$ cat config.mk
export PLATFORM = sky130hd
export DESIGN_NAME = cascade_counter
export DESIGN_NICKNAME = d
export VERILOG_FILES = /design/src/rtl/cnt_slice.sv /design/src/rtl/cascade_counter.sv
export SDC_FILE = /design/constraint.sdc
export NUM_CORES = 1
export LEC_CHECK = 0
export BUFFER_PORTS_ARGS = -buffer_cell sky130_fd_sc_hd__buf_4
export CORE_MARGIN = 2
export CORE_UTILIZATION = 30
export CTS_CLUSTER_SIZE = 10
export DETAILED_ROUTE_END_ITERATION = 10
export PLACE_DENSITY = 0.69
export SYNTH_ARGS = -nofsm -noshare
export SYNTH_HDL_FRONTEND = slang
export SYNTH_SLANG_ARGS = --single-unit
$ cat constraint.sdc
create_clock -name clk -period 1.6 [get_ports clk]
set_clock_uncertainty 0.05 [all_clocks]
set_input_delay 0.08 -clock clk [delete_from_list [all_inputs] [get_ports clk]]
set_output_delay 0.08 -clock clk [all_outputs]
set_load 0.02 [all_outputs]
$ cat src/rtl/cnt_slice.sv
module cnt_slice #(
  parameter int W = 4
) (
  input  logic         clk,
  input  logic         clr_n,
  input  logic         ld_n,
  input  logic         cep,
  input  logic         cet,
  input  logic [W-1:0] d,
  output logic [W-1:0] q,
  output logic         tc
);
  always_ff @(posedge clk) begin
    if (!clr_n)          q <= '0;
    else if (!ld_n)      q <= d;
    else if (cep && cet) q <= q + 1'b1;
  end

  assign tc = cet & (&q);

  logic armed = 1'b0;
  always_ff @(posedge clk) armed <= armed | !clr_n;

  p_clear_r1: assert property (@(posedge clk) disable iff (!armed)
    !clr_n |=> q == '0);
  p_load_r2: assert property (@(posedge clk) disable iff (!armed)
    (clr_n && !ld_n) |=> q == $past(d));
  p_count_r3: assert property (@(posedge clk) disable iff (!armed)
    (clr_n && ld_n && cep && cet) |=> q == $past(q) + 1'b1);
  p_hold_r5: assert property (@(posedge clk) disable iff (!armed)
    (clr_n && ld_n && !(cep && cet)) |=> $stable(q));
endmodule

$ cat src/rtl/cascade_counter.sv
module cascade_counter #(
  parameter int SW = 4,
  parameter int NS = 4,
  localparam int TW = SW * NS
) (
  input  logic          clk,
  input  logic          clr_n,
  input  logic          ld_n,
  input  logic [TW-1:0] din,
  input  logic          cnt_en,
  input  logic          chain_en,
  output logic [TW-1:0] q,
  output logic          carry_out
);
  logic [NS:0] chain;
  assign chain[0] = chain_en;

  for (genvar i = 0; i < NS; i++) begin : g_slice
    cnt_slice #(.W(SW)) u_slice (
      .clk  (clk),
      .clr_n(clr_n),
      .ld_n (ld_n),
      .cep  (cnt_en),
      .cet  (chain[i]),
      .d    (din[i*SW +: SW]),
      .q    (q[i*SW +: SW]),
      .tc   (chain[i+1])
    );
  end

  assign carry_out = chain[NS];

  logic armed = 1'b0;
  always_ff @(posedge clk) armed <= armed | !clr_n;

  p_carry_r6: assert property (@(posedge clk) disable iff (!armed)
    carry_out |-> (chain_en && q == '1));
  p_carry_low_r4: assert property (@(posedge clk) disable iff (!armed)
    !chain_en |-> !carry_out);
  p_chain_hold_r4: assert property (@(posedge clk) disable iff (!armed)
    (clr_n && ld_n && !chain_en) |=> $stable(q));
  p_count_r8: assert property (@(posedge clk) disable iff (!armed)
    (clr_n && ld_n && cnt_en && chain_en) |=> q == $past(q) + 1'b1);
endmodule

==> run_results.csv, run 1 <==
group,metric,value,unit
global_route,gr-usage-met3,0.03175,
finish,top_register,"g_slice.u_slice.q",
routing,firstDrtPassIters,4,
worst_setup_path,slowest_stage,"or4_4",
routing,ant_nets,0,
finish,largest_reg_flops,16,
routing,drt_iter0_drc,6,
sta,hold_violations,0,
synthesis,yosysSeqAreaShare,0.3793,
floorplan,start_util,0.3116,
sta,relSlewSlack,0.7923,
synthesis,muxShareOfSynthArea,0.03556,
finish,final_util,0.5462,
worst_setup_path,start_kind,"flip-flop",
power_and_ir_drop,sw_frac_of_total,0.3029,
finish,final_layout_size_suffix_gt1_frac,0.5000,
synthesis,synthSimpleGateAreaFrac,0.1881,
finish,layout_commonest_cell,"buf_4",
floorplan,die_x,57.06,microns
finish,reg.largest.list,"g_slice.u_slice.q (16)",
sta,worst_pin_slew,308.7,ps
finish,fin_nets,182,
finish,final_cells,187,
floorplan,core,2710,sq um
routing,wl,2419,microns
power_and_ir_drop,p_leak,0.6253,nW
finish,fillers,259,
synthesis,synth_top_family_by_area,"compound AO/OA/AOI/OAI gates",
power_and_ir_drop,power_density,636.4,nW/um^2
worst_setup_path,cp_max_fo,2,
synthesis,synth_area,844.6,sq um
run_status,violations,"negative setup slack",
floorplan,die_y,57.06,microns
routing,drc,0,
clock_network,cts_buffers,3,
placed_design,dp_hpwl,1745,microns
global_route,grt_use_met1,0.1772,
synthesis,synth_area_per_cell,8.618,sq um
sta,finalSetupViolCount,3,
global_route,grt_max_degree,33,
synthesis,synth_xor_area_frac,0.1141,
routing,viasPerCell,5.053,
power_and_ir_drop,switchingPower,285.3,uW
floorplan,row_count,19,
synthesis,yosys_warnings,0,
global_route,grt-busiest-layer,"met2",
global_route,first_global_vias,973,
worst_setup_path,rrSetupSlack,-120,ps
global_route,grt_usage,0.1553,
clock_network,clkTransAtPathRegs,100,ps
clock_network,cts-root-buf,"clkbuf_4",
global_route,overflow,0,
worst_setup_path,critPathKind,"flip-flop to flip-flop",
min_path,whs_path_depth,3,
placed_design,routabilityCongestion,0.7927,
clock_network,cts_buffer_depth,2,
routing,route.vias.total,945,
sta,post-route-period-util,1.074,
worst_setup_path,critPathRequiredTime,1780,ps
global_route,antenna_found_initial,0,
finish,seq_area,344.1,sq um
sta,slew_viol_final,0,
synthesis,synth_compound_area_frac,0.1970,
synthesis,synth_seq_cells,16,
finish,multi_input_area,616.8,sq um
placed_design,numPortBuffers,37,
worst_setup_path,worstSetupEndpointType,"flip-flop",
sta,setup_ws,-118.4,ps
power_and_ir_drop,max-vdd-ir-drop,407.5,uV
synthesis,synth_cell_type_count,22,
finish,area_growth,75.26,%
clock_network,cts.sink_count,16,
clock_network,htree_levels,1,
power_and_ir_drop,p_int,656.7,uW
finish,final_cell_mix,"buf_4, o21ai_0, a21oi_1, xnor2_1, dfxtp_1",
finish,n_antenna_cell,0,
run,max_cap_violations,0,
min_path,worstHoldPathType,"input port to flip-flop",
worst_setup_path,critical_path_arrival,1890,ps
floorplan,ioPinCount,38,
synthesis,syn_inst,98,
global_route,grt_util_met2,0.2759,
sta,hold_ws,9.588,ps
sta,max_freq,581.9,MHz
clock_network,cts_tree,"yes",
sta,rsz0062_at_grt,"true",
placed_design,place_inst,179,
power_and_ir_drop,seqPwrFrac,0.484,
worst_setup_path,crit_chain,"ha_4 > nand3_4 > or4_4 > or3_1 > a31oi_1",
global_route,grt_pass1_wl,4008,microns
power_and_ir_drop,comb_power_share,0.282,
routing,wl_per_cell,12.94,microns
power_and_ir_drop,power_frac_clock,0.234,
synthesis,synth_nets,123,
run_status,status,"complete, but fails checks",
clock_network,clk_latency,290,ps
floorplan,die_area,3256,sq um
worst_setup_path,critPathMaxStageDelay,530,ps
power_and_ir_drop,finalPower,942.0,uW
worst_setup_path,reg2reg_depth,5,
sta,min_period,1718,ps
synthesis,synthAdderAreaFrac,0.05926,
metal layers:
layer	share of wire	routed length [microns]	vias to the layer above
met2	0.50	1212	26
met3	0.053	127	4
met4	0.013	31	0
li1	-	-	484
met5	0	0	-
met1	0.43	1046	431
Yosys cell counts:
library cell   n  area (sq um)
and2_1         1         6.260
o211a_1        3         30.03
a21oi_1       12         60.06
mux2i_1        3         30.03
or3_1          1         6.260
clkbuf_1       4         15.01
xnor2_1        9         78.83
nand3_2        2         20.02
nand2_1        4         15.01
nand2_2        1         6.260
a31oi_1        1         6.260
nor2_1         1         3.750
o21ai_0       14         70.07
nor4_1         5         31.28
inv_1          2         7.510
dfxtp_1       16         320.3
nor3_1         3         15.01
xor2_1         2         17.52
nand4_1        2         12.51
or4_1          1         7.510
ha_1           4         50.05
nand3_1        7         35.03
logic make-up after synthesis:
family | Yosys count
buffers and inverters | 6
adders and majority gates | 4
and+or+nand+nor | 28
xor gates and xnor gates | 11
DFF | 16
AOI/OAI and AO/OA | 30
muxes | 3
final timing paths:
path	from	to
worst max register to register	g_slice[2].u_slice.q[0]	g_slice[3].u_slice.q[3]
worst max-delay path	g_slice[2].u_slice.q[0]	g_slice[3].u_slice.q[3]
worst min-delay path	din[4]	g_slice[1].u_slice.q[0]
worst min register to register	g_slice[3].u_slice.q[3]	g_slice[3].u_slice.q[3]
metrics by stage:
step,area (sq um),TNS (ps),worst slack [ps]
floorplan,890.9,-184.0,-148.9
global placement,1320,-62.44,-60.74
detailed placement,1320,-104.7,-104.7
CTS,1408,-151.7,-97.67
global route,1480,-458.2,-182.4
finish,1480,-196.7,-118.4
layout make-up:
| cell class | count | area share |
|---|---|---|
| well taps | 31 | 0.02620 |
| clock buffers | 3 | 0.01522 |
| multi-input cells | 76 | 0.4167 |
| repair buffers | 58 | 0.3018 |
| clock inverters | 1 | 0.002536 |
| flip-flops and latches | 16 | 0.2325 |
| inverters | 2 | 0.005072 |
power groups by stage:
stage | sequential [mW] | clock, mW | combinational (mW)
floorplan | 0.501 | 0 | 0.0735
detailed placement | 0.460 | 0 | 0.253
global placement | 0.457 | 0 | 0.247
CTS | 0.452 | 0.230 | 0.261
finish | 0.456 | 0.220 | 0.266
global route | 0.461 | 0.248 | 0.289
worst max-delay path: cells and delay by family (launching register included):
kind	cells	cell delay, ps
and+or+nand+nor	3	930
DFF	1	370
AOI/OAI and AO/OA	1	160
adders and majority gates	1	140
timing repair:
action,4_1_cts,5_1_grt
resized for setup,4,11
hold endpoints to repair,3,0
setup buffers,0,1
pin swaps,2,2
cloned,0,0
hold buffers,3,0
setup endpoints to repair,4,7
Note: power is estimated with default switching activity, not from simulation.
==> run 2: changes to the inputs <==
CORE_MARGIN = 8   (was 2)
==> run 2 against run 1 <==
Net effect: the run still ends with negative setup slack left; clock-buffer cell count increased by 1; routed wire length grew 7.8%; first-iteration DRC count increased to 5.2 times the previous value; die area increased by 46%; critical path depth stayed put; design area fell by 0.85%; combinational power barely moved; final cell count is 0.53% higher; sequential power is essentially flat; sequential cell count is the same; maximum frequency increased by 1.9%; register-to-register slack gained 30 ps; largest power group unchanged.
==> run_results.csv, run 2 (same netlist as run 1, synthesis figures left out) <==
group,metric,value,unit
floorplan,start_util,0.3116,
run_status,status,"complete, but fails checks",
worst_setup_path,start_kind,"flip-flop",
sta,hold_violations,0,
routing,viasPerCell,4.973,
global_route,grt_use_met1,0.1210,
placed_design,numPortBuffers,37,
clock_network,clkTransAtPathRegs,100,ps
clock_network,htree_levels,1,
min_path,worstHoldPathType,"input port to flip-flop",
routing,wl_per_cell,13.87,microns
finish,final_cells,188,
clock_network,cts_buffers,3,
run_status,violations,"negative setup slack",
power_and_ir_drop,max-vdd-ir-drop,355.1,uV
clock_network,cts-root-buf,"clkbuf_4",
global_route,grt-busiest-layer,"met2",
global_route,first_global_vias,1052,
worst_setup_path,crit_buf_inv,0,
clock_network,cts_tree,"yes",
global_route,grt_pass1_wl,4540,microns
worst_setup_path,crit_family,"simple AND/OR/NAND/NOR gates",
sta,relSlewSlack,0.7858,
placed_design,dp_slack,-119.6,ps
finish,top_register,"g_slice.u_slice.q",
routing,drt_iter0_drc,31,
finish,area_growth,73.78,%
floorplan,die_y,69.06,microns
routing,ant_nets,0,
sta,max_freq,592.8,MHz
global_route,grt_max_degree,33,
finish,fin_nets,183,
placed_design,place_inst,179,
routing,drc,0,
clock_network,cts.sink_count,16,
routing,route.vias.total,935,
worst_setup_path,slowest_stage,"or4_4",
sta,min_period,1687,ps
sta,worst_pin_slew,318.4,ps
sta,slew_viol_final,0,
floorplan,row_count,19,
worst_setup_path,critPathKind,"flip-flop to flip-flop",
global_route,antenna_found_initial,0,
placed_design,routabilityCongestion,0.7587,
sta,finalSetupViolCount,1,
finish,reg.largest.list,"g_slice.u_slice.q (16)",
floorplan,core,2710,sq um
clock_network,clk_latency,280,ps
sta,setup_ws,-87.01,ps
finish,largest_reg_flops,16,
power_and_ir_drop,power_density,648.1,nW/um^2
finish,n_antenna_cell,0,
floorplan,ioPinCount,38,
worst_setup_path,critPathRequiredTime,1770,ps
placed_design,dp_hpwl,1960,microns
sta,post-route-period-util,1.054,
worst_setup_path,critPathMaxStageDelay,530,ps
floorplan,die_area,4769,sq um
run,max_cap_violations,0,
finish,final_layout_size_suffix_gt1_frac,0.4904,
power_and_ir_drop,p_leak,0.6138,nW
global_route,grt_util_met2,0.1783,
routing,firstDrtPassIters,4,
global_route,overflow,0,
global_route,grt_usage,0.1077,
worst_setup_path,cp_max_fo,2,
global_route,gr-usage-met3,0.04435,
worst_setup_path,worstSetupEndpointType,"flip-flop",
floorplan,die_x,69.06,microns
worst_setup_path,critical_path_arrival,1860,ps
sta,rsz0062_at_grt,"true",
finish,final_cell_mix,"buf_4, o21ai_0, a21oi_1, xnor2_1, dfxtp_1",
clock_network,cts_buffer_depth,2,
routing,wl,2607,microns
worst_setup_path,crit_chain,"ha_4 > nand3_4 > or4_4 > or3_1 > a31oi_1",
finish,layout_commonest_cell,"buf_4",
[run 2: per-stage QoR]
stage / hold WS, ps / total power [mW] / area (sq um) / setup TNS, ps / util
floorplan: 167.1 / 0.5744 / 890.9 / -184.0 / -
global placement: 255.0 / 0.7062 / 1320 / -73.12 / 0.4871
detailed placement: 255.7 / 0.7137 / 1320 / -119.6 / 0.4871
CTS: 11.20 / 0.9547 / 1440 / -150.5 / 0.5314
global route: 19.46 / 1.005 / 1468 / -352.0 / 0.5416
finish: 13.64 / 0.9512 / 1468 / -87.01 / 0.5416
[run 2: report_power, final]
part           leakage, nW  total (mW)  switching [mW]  internal, mW
Clock               0.0150       0.231           0.134        0.0967
Combinational        0.462       0.268           0.127         0.141
Sequential           0.137       0.453          0.0271         0.425
[run 2: cell type report]
class | count | area (sq um)
inverters | 2 | 7.507
clock buffers | 4 | 26.28
multi-input cells | 76 | 598.1
flip-flops and latches | 16 | 344.1
fillers | 274 | 1242
well taps | 31 | 38.79
repair buffers | 59 | 452.9
[run 2: path summary, 6_finish.rpt]
kind | startpoint | endpoint | slack [ps] | cells after the start
hold / removal | din[7] | g_slice[1].u_slice.q[3] | 10 | 3
setup reg to reg | g_slice[0].u_slice.q[0] | g_slice[3].u_slice.q[3] | -90 | 5
hold reg to reg | g_slice[3].u_slice.q[3] | g_slice[3].u_slice.q[3] | 510 | 2
setup / recovery | g_slice[0].u_slice.q[0] | g_slice[3].u_slice.q[3] | -90 | 5
[run 2: repair_timing]
action | in CTS | in global routing
buffers inserted | 1 | 0
endpoints found under the hold margin | 4 | 0
setup endpoints to repair | 4 | 6
resized for setup | 7 | 4
pin swaps | 7 | 2
hold buffers | 4 | 0
[run 2: worst reg2reg max path, cell delays in order (launching register included)]
cell	delay (ps)
dfxtp_4	370
ha_4	140
nand3_4	60
or4_4	530
or3_1	310
a31oi_1	160
[run 2: per-layer routing]
metal / routed length (microns) / vias to the layer above / share of wire
met2: 1223 / 31 / 0.47
met1: 1158 / 420 / 0.44
met4: 22 / 0 / 0.0084
li1: - / 479 / -
met5: 0 / - / 0
met3: 203 / 5 / 0.078
